$ cat src/rtl/uart_brk_pkg.sv
package uart_brk_pkg;
  typedef enum logic [1:0] {
    SRC_NONE,
    SRC_BRK,
    SRC_GUARD,
    SRC_DATA
  } frame_src_e;
endpackage

$ cat src/rtl/uart_brk_hold.sv
module uart_brk_hold #(
  parameter int WORD_W = 9
) (
  input  logic              clk_i,
  input  logic              rst_ni,
  input  logic              en_i,
  input  logic              wr_i,
  input  logic [WORD_W-1:0] wr_data_i,
  input  logic              take_i,
  output logic [WORD_W-1:0] word_o,
  output logic              full_o
);
  logic [WORD_W-1:0] word_q;
  logic              full_q;

  always_ff @(posedge clk_i or negedge rst_ni) begin
    if (!rst_ni) begin
      full_q <= 1'b0;
      word_q <= '0;
    end else if (!en_i) begin
      full_q <= 1'b0;
      word_q <= '0;
    end else if (take_i) begin
      full_q <= 1'b0;
    end else if (wr_i && !full_q) begin
      full_q <= 1'b1;
      word_q <= wr_data_i;
    end
  end

  assign word_o = word_q;
  assign full_o = full_q;
endmodule

$ cat src/rtl/uart_brk_sel.sv
module uart_brk_sel
  import uart_brk_pkg::*;
#(
  parameter int DATA_W  = 8,
  parameter int FRAME_W = DATA_W + 4,
  parameter int CNT_W   = 4
) (
  input  logic               send_brk_i,
  input  logic               guard_owed_i,
  input  logic               full_i,
  input  logic [DATA_W:0]    word_i,
  input  logic               nine_bit_i,
  input  logic               long_brk_i,
  output frame_src_e         src_o,
  output logic [FRAME_W-1:0] bits_o,
  output logic [CNT_W-1:0]   len_o
);
  localparam logic [CNT_W-1:0] BASE_LEN = CNT_W'(DATA_W + 2);

  // priority: break, then owed guard bit, then held word
  always_comb begin
    src_o  = SRC_NONE;
    bits_o = '1;
    len_o  = '0;
    if (send_brk_i) begin
      src_o  = SRC_BRK;
      bits_o = '0;
      len_o  = BASE_LEN + CNT_W'(nine_bit_i) + CNT_W'(long_brk_i);
    end else if (guard_owed_i) begin
      src_o  = SRC_GUARD;
      bits_o = '1;
      len_o  = CNT_W'(1);
    end else if (full_i) begin
      src_o  = SRC_DATA;
      len_o  = BASE_LEN + CNT_W'(nine_bit_i);
      if (nine_bit_i) bits_o = {2'b11, word_i, 1'b0};
      else            bits_o = {3'b111, word_i[DATA_W-1:0], 1'b0};
    end
  end
endmodule

$ cat src/rtl/uart_brk_shift.sv
module uart_brk_shift #(
  parameter int FRAME_W = 12,
  parameter int CNT_W   = 4
) (
  input  logic               clk_i,
  input  logic               rst_ni,
  input  logic               en_i,
  input  logic               tick_i,
  input  logic               load_i,
  input  logic [FRAME_W-1:0] bits_i,
  input  logic [CNT_W-1:0]   len_i,
  output logic               busy_o,
  output logic               last_o,
  output logic               line_o
);
  logic [FRAME_W-1:0] sh_q;
  logic [CNT_W-1:0]   cnt_q;
  logic               busy_q;

  always_ff @(posedge clk_i or negedge rst_ni) begin
    if (!rst_ni) begin
      sh_q   <= '1;
      cnt_q  <= '0;
      busy_q <= 1'b0;
    end else if (!en_i) begin
      sh_q   <= '1;
      cnt_q  <= '0;
      busy_q <= 1'b0;
    end else if (load_i) begin
      sh_q   <= bits_i;
      cnt_q  <= len_i;
      busy_q <= 1'b1;
    end else if (tick_i && busy_q) begin
      cnt_q <= cnt_q - CNT_W'(1);
      if (cnt_q == CNT_W'(1)) busy_q <= 1'b0;
      else                    sh_q   <= {1'b1, sh_q[FRAME_W-1:1]};
    end
  end

  assign busy_o = busy_q;
  assign last_o = busy_q && (cnt_q == CNT_W'(1));
  assign line_o = busy_q ? sh_q[0] : 1'b1;
endmodule

$ cat src/rtl/uart_brk_tx.sv
module uart_brk_tx
  import uart_brk_pkg::*;
#(
  parameter int DATA_W = 8
) (
  input  logic            clk_i,
  input  logic            rst_ni,
  input  logic            en_i,
  input  logic            baud_tick_i,
  input  logic            nine_bit_i,
  input  logic            long_brk_i,
  input  logic            send_brk_i,
  input  logic            tx_ie_i,
  input  logic            tx_inv_i,
  input  logic            wr_i,
  input  logic [DATA_W:0] wr_data_i,
  output logic            tx_empty_o,
  output logic            irq_o,
  output logic            txd_o,
  output logic            txd_oe_o
);
  localparam int WORD_W  = DATA_W + 1;
  localparam int FRAME_W = DATA_W + 4;
  localparam int CNT_W   = $clog2(FRAME_W + 1);

  logic [WORD_W-1:0]  word;
  logic               full;
  frame_src_e         src;
  logic [FRAME_W-1:0] frame_bits;
  logic [CNT_W-1:0]   frame_len;
  logic               busy, last, line;
  logic               slot_free, load, take;
  logic               guard_q;

  uart_brk_hold #(.WORD_W(WORD_W)) u_hold (
    .clk_i     (clk_i),
    .rst_ni    (rst_ni),
    .en_i      (en_i),
    .wr_i      (wr_i),
    .wr_data_i (wr_data_i),
    .take_i    (take),
    .word_o    (word),
    .full_o    (full)
  );

  uart_brk_sel #(.DATA_W(DATA_W), .FRAME_W(FRAME_W), .CNT_W(CNT_W)) u_sel (
    .send_brk_i   (send_brk_i),
    .guard_owed_i (guard_q),
    .full_i       (full),
    .word_i       (word),
    .nine_bit_i   (nine_bit_i),
    .long_brk_i   (long_brk_i),
    .src_o        (src),
    .bits_o       (frame_bits),
    .len_o        (frame_len)
  );

  // a new frame may start on the tick that ends the current one
  assign slot_free = baud_tick_i && (!busy || last);
  assign load      = en_i && slot_free && (src != SRC_NONE);
  assign take      = load && (src == SRC_DATA);

  always_ff @(posedge clk_i or negedge rst_ni) begin
    if (!rst_ni)                      guard_q <= 1'b0;
    else if (!en_i)                   guard_q <= 1'b0;
    else if (load && src == SRC_BRK)  guard_q <= 1'b1;
    else if (load && src == SRC_GUARD) guard_q <= 1'b0;
  end

  uart_brk_shift #(.FRAME_W(FRAME_W), .CNT_W(CNT_W)) u_shift (
    .clk_i  (clk_i),
    .rst_ni (rst_ni),
    .en_i   (en_i),
    .tick_i (baud_tick_i),
    .load_i (load),
    .bits_i (frame_bits),
    .len_i  (frame_len),
    .busy_o (busy),
    .last_o (last),
    .line_o (line)
  );

  assign tx_empty_o = !full;
  assign irq_o      = en_i && tx_ie_i && !full;
  assign txd_o      = line ^ tx_inv_i;
  assign txd_oe_o   = en_i;
endmodule

$ cat config.mk
export PLATFORM = sky130hd
export DESIGN_NAME = uart_brk_tx
export DESIGN_NICKNAME = d
export VERILOG_FILES = /design/src/rtl/uart_brk_pkg.sv /design/src/rtl/uart_brk_hold.sv /design/src/rtl/uart_brk_sel.sv /design/src/rtl/uart_brk_shift.sv /design/src/rtl/uart_brk_tx.sv
export SDC_FILE = /design/constraint.sdc
export NUM_CORES = 1
export LEC_CHECK = 0
export BUFFER_PORTS_ARGS = -buffer_cell sky130_fd_sc_hd__buf_2
export CAP_MARGIN = 40
export CORE_ASPECT_RATIO = 0.8
export CORE_MARGIN = 5
export CORE_UTILIZATION = 44
export DETAILED_ROUTE_END_ITERATION = 12
export MAX_ROUTING_LAYER = met4
export PLACE_DENSITY_LB_ADDON = 0.08
export SETUP_SLACK_MARGIN = 0.15
export SYNTH_ARGS = -nofsm -noshare
export SYNTH_HDL_FRONTEND = slang
export SYNTH_SLANG_ARGS = --single-unit
$ cat constraint.sdc
create_clock -name clk_i -period 2.2 [get_ports clk_i]
set_input_delay 0.33 -clock clk_i [delete_from_list [all_inputs] [get_ports clk_i]]
set_output_delay 0.33 -clock clk_i [all_outputs]
set_load 0.005 [all_outputs]
==> impl_metrics.tcl, run 1 <==
set metrics [dict create \
    status "complete, no violations" \
    critPathLaunchType "register" \
    vias 1396 \
    fin_crit_sh 0.873 \
    crit_fanout 7 \
    place_inst 241 \
    clk_latency_ps 280 \
    grt_pass1_wl_um 6480 \
    globalplace.congestion 0.879 \
    peakVddDrop_uv 360 \
    pwr_density_cell_nw_per_um2 674 \
    min_period_ps 1920 \
    cp.required_ps 2410 \
    finalPower_mw 1.24 \
    cts_setup_buffers 0 \
    grt_usage 0.165 \
    setup-tns-final_ps 0 \
    synth_adder_area_share 0.0233 \
    worstMarginPinSlew_ps 618 \
    setup_viol 0 \
    worst-path-buf-inv 1 \
    clk_pin_slew_ps 100 \
    cp_slowest_cell "or3b_4" \
    synth_compound_area_frac 0.243 \
    ys_seq_elements 28 \
    slowest_delay_ps 420 \
    yosysUniqueCellTypes 40 \
    hold_viol 0 \
    worstHoldPathType "in -> async" \
    synth-main-ff-cell "dfrtp_1" \
    crit_arrival_ps 2130 \
    stdcell_count 245 \
    async_flop_share 1.00 \
    grt_setup_unrepaired "false" \
    grt_overflow 0 \
    critPathKind "reg -> reg" \
    detail_route.wirelength_um 3690 \
    dp_hpwl_um 2780 \
    timing.hold.ws_ps 59.7 \
    io-pin-count 23 \
    rows 19 \
    ys.warnings.count 0 \
    drt_iter0_markers 147 \
    floorplan.die.height_um 64.2 \
    cts_root_buf "clkbuf_8" \
    antenna_found_initial 0 \
    seq_area_frac_synth 0.444 \
    synth_xor_xnor_area_share 0.00543 \
    cts_tree "built" \
    h-tree-depth 1 \
    cts_made_buffers 3 \
    skew_ps 5.92 \
    synth_area_um2 1610 \
    diodes 0 \
    numClockSinks 28 \
    cpLargestDelayFamily "compound AO/OA/AOI/OAI gates" \
    viasPerCell 5.70 \
    start_util 0.462 \
    grt_pass1_vias 1353 \
    die_area_um2 4980 \
    cts.hold.buffers_added 0 \
    first_pass_iters 5 \
    synth_edf_count 0 \
    layout_common_cells "nand2_1 (34), buf_2 (22), inv_1 (18)" \
    synthToLayoutAreaGrowth_pct 14.0 \
    syn_area_per_cell_um2 8.91 \
    synthCells 181 \
    grt_max_degree 29 \
    synthMuxAreaShare 0.0140 \
    crit_chain "inv_1 > ha_1 > or3b_4 > a211oi_4 > o221ai_2 > mux2_2" \
    postRouteAntennaNets 0 \
    synth-simple-area-share 0.198 \
    cts_buffer_depth 2 \
    io_buffers 22 \
    final_util 0.526 \
    leakagePower_nw 0.834 \
    synth_top_family_by_area "compound AO/OA/AOI/OAI gates" \
    final_nets 226 \
    relSlewSlack 0.588 \
    drv_slew 0 \
    core-area_um2 3490 \
    end_kind "register" \
    mostFrequentLayoutCell "nand2_1" \
    drc_errors 0 \
    die_w_um 77.7 \
    syn_nets 203 \
    layout-drive-gt1-share 0.276 \
    cap_violations 0 \
    wl_per_cell_um 15.1 \
    fmax_mhz 521 \
    cts_resized 0 \
]
==> per-stage QoR <==
step           setup slack [ps]  instance area [µm²]
2_1_floorplan               416                 1610
3_3_place_gp                337                 1780
3_5_place_dp                277                 1780
4_1_cts                     256                 1830
5_1_grt                     170                 1840
6_report                    280                 1840
==> metal layers <==
metal  global-route usage  part of all wire  up-vias  routed length (µm)
met2                0.236              0.43       47                1570
met3               0.0295             0.057        5                 212
met1                0.244              0.51      658                1880
met5                    -                 0        -                   0
met4               0.0343            0.0073        0                  27
li1                     -                 -      686                   -
==> registers in the layout, indices dropped and copies added (netlist names) <==
register and cells:
u_shift.sh_q 12, u_hold.word_o 9, u_shift.cnt_q 4, guard_q 1, u_hold.full_o 1, u_shift.busy_o 1
==> synthesized netlist by cell type, drive strengths merged, types with 5 or more instances <==
cell / count / share of area
nand2: 34 / 0.079
inv: 18 / 0.042
dfrtp: 16 / 0.25
o21ai: 15 / 0.047
dfstp: 12 / 0.20
a21oi: 9 / 0.028
nand2b: 9 / 0.035
o22ai: 9 / 0.035
a222oi: 8 / 0.050
clkbuf: 6 / 0.014
buf: 5 / 0.017
nor2: 5 / 0.012
==> area by class of cell <==
type	count	area, µm²
Sequential cell	28	716
Inverter	18	67.6
Clock buffer	4	55.1
Fill cell	325	1660
Multi-Input combinational cell	124	786
Tap cell	42	52.6
Timing Repair Buffer	29	163
==> kinds of logic after synthesis <==
logic type	after synthesis
fa+ha+maj	3
buf+inv	29
flops	28
mux	2
simple gates	63
xor+xnor	1
compound gates	55
==> where the power goes <==
part           switching [mW]  leakage, nW  internal [mW]
Sequential             0.0519        0.334          0.589
Clock                   0.159       0.0288          0.160
Combinational           0.155        0.472          0.124
==> path summary, 6_finish.rpt <==
| path | from | endpoint | slack, ps | depth (start not counted) |
|---|---|---|---|---|
| max | u_shift.cnt_q[1] | u_shift.sh_q[0] | 280 | 6 |
| min | rst_ni | guard_q | 60 | 1 |
| max in group asynchronous | rst_ni | u_hold.word_o[5] | 1740 | 1 |
| min reg2reg | u_hold.word_o[5] | u_hold.word_o[5] | 480 | 2 |
| max reg2reg | u_shift.cnt_q[1] | u_shift.sh_q[0] | 280 | 6 |
| min in group clk_i | wr_data_i[1] | u_hold.word_o[1] | 290 | 3 |
Power figures use the tool's default switching activity.
==> inputs of run 2 (changes only) <==
--- a/config.mk
+++ b/config.mk
@@ -11,8 +11,10 @@
 export CORE_MARGIN = 5
 export CORE_UTILIZATION = 44
 export DETAILED_ROUTE_END_ITERATION = 12
+export HOLD_SLACK_MARGIN = 0.15
 export MAX_ROUTING_LAYER = met4
 export PLACE_DENSITY_LB_ADDON = 0.08
+export RECOVER_POWER = 50
 export SETUP_SLACK_MARGIN = 0.15
 export SYNTH_ARGS = -nofsm -noshare
 export SYNTH_HDL_FRONTEND = slang
==> run 2 against run 1 <==
- via count about the same
- non-clock buffer count increased by 1
- worst hold slack improved by 230 ps
- final cell count increased by 0.41%
- register-to-register slack about the same
- cell area increased by 0.34%
- count of clock-buffer cells in the layout unchanged
- die area unchanged
- combinational power about the same
- largest cell class unchanged
==> impl_metrics.tcl, run 2 (synthesis gave the netlist of run 1 again) <==
set metrics [dict create \
    core-area_um2 3490 \
    clk_latency_ps 280 \
    worstHoldPathType "in -> reg" \
    drv_slew 0 \
    synthToLayoutAreaGrowth_pct 14.4 \
    cp.required_ps 2410 \
    cts_tree "built" \
    largest_register "u_shift.sh_q" \
    grt_overflow 0 \
    rows 19 \
    status "complete, no violations" \
    grt_usage 0.166 \
    dp_hpwl_um 2780 \
    fmax_mhz 521 \
    grt_pass1_vias 1356 \
    place_inst 241 \
    viasPerCell 5.68 \
    mostFrequentLayoutCell "nand2_1" \
    ff_latch_area_um2 716 \
    worst-path-buf-inv 1 \
    start_util 0.462 \
    finalPower_mw 1.24 \
    setup_viol 0 \
    grt_pass1_wl_um 6490 \
    multiInputGateArea_um2 786 \
    detail_route.wirelength_um 3710 \
    postRouteAntennaNets 0 \
    cp_slowest_cell "or3b_4" \
    die_area_um2 4980 \
    final_nets 227 \
    first_pass_iters 6 \
    dpl_cell_area_um2 1780 \
    cpLargestDelayFamily "compound AO/OA/AOI/OAI gates" \
    numClockSinks 28 \
    leakagePower_nw 0.835 \
    drt_iter0_markers 162 \
    crit_fanout 7 \
    io_buffers 22 \
    cts_root_buf "clkbuf_8" \
    min_period_ps 1920 \
    layout-drive-gt1-share 0.270 \
    cts_buffer_depth 2 \
    vias 1397 \
    stdcell_count 246 \
    grt_setup_unrepaired "false" \
    hold_viol 0 \
    setup-tns-final_ps 0 \
    skew_ps 5.68 \
    largest_register_ffs 12 \
    relSlewSlack 0.538 \
    clk_pin_slew_ps 100 \
    fin_crit_sh 0.873 \
    peakVddDrop_uv 360 \
    io-pin-count 23 \
    final_area_um2 1850 \
    slowest_delay_ps 420 \
    diodes 0 \
    critPathLaunchType "register" \
    end_kind "register" \
    cts_made_buffers 3 \
    die_w_um 77.7 \
    grt_max_degree 29 \
    layout_common_cells "nand2_1 (34), buf_2 (21), inv_1 (18)" \
    floorplan.die.height_um 64.2 \
    globalplace.congestion 0.879 \
    h-tree-depth 1 \
    wl_per_cell_um 15.1 \
    drc_errors 0 \
    cts_setup_buffers 0 \
    critPathKind "reg -> reg" \
    fillCellCount 325 \
    cap_violations 0 \
    worstMarginPinSlew_ps 693 \
    antenna_found_initial 0 \
    crit_chain "inv_1 > ha_1 > or3b_4 > a211oi_4 > o221ai_2 > mux2_2" \
    pwr_density_cell_nw_per_um2 673 \
    crit_arrival_ps 2130 \
]
run 2: final cells by class:
class / instances / area share
multi-input cells: 124 / 0.426
clock buffers: 4 / 0.0298
inverters: 18 / 0.0366
flip-flops and latches: 28 / 0.388
repair buffers: 30 / 0.0915
well taps: 42 / 0.0285
run 2: power breakdown:
group          internal, mW  total (mW)  switching [mW]
Sequential            0.589       0.641          0.0520
Clock                 0.160       0.320           0.159
Combinational         0.124       0.280           0.156
Total                 0.874        1.24           0.367
run 2: final timing paths:
path,depth (start not counted),slack [ps],startpoint,end
setup / recovery,6,280,u_shift.cnt_q[1],u_shift.sh_q[0]
hold / removal,3,290,wr_data_i[1],u_hold.word_o[1]
setup reg to reg,6,280,u_shift.cnt_q[1],u_shift.sh_q[0]
hold reg to reg,2,480,u_hold.word_o[5],u_hold.word_o[5]
max in group asynchronous,2,1140,rst_ni,u_hold.word_o[5]
min in group asynchronous,2,620,rst_ni,guard_q
run 2: worst min-delay path, cell delays in order:
cell and delay, ps:
buf_2 90, nand2_1 50, o21ai_0 60
run 2: timing repair:
action	CTS	global route
endpoints found under the hold margin	16	0
gates resized for setup	0	2
hold buffers	1	0
endpoints found under the setup margin	0	4
run 2: metal layers:
layer	global-route usage	wire (µm)	part of all wire	up-vias
li1	-	-	-	686
met1	0.245	1900	0.51	653
met2	0.236	1560	0.42	53
met3	0.0295	221	0.060	5
met4	0.0343	28	0.0075	0
met5	-	0	0	-
run 2: per-stage QoR:
stage                     utilization  hold WS [ps]  worst slack (ps)
after global placement          0.509           381               337
final                           0.528           294               279
after floorplan                     -          34.4               416
after global routing            0.528           293               170
after CTS                       0.527           290               256
after detailed placement        0.509           386               277
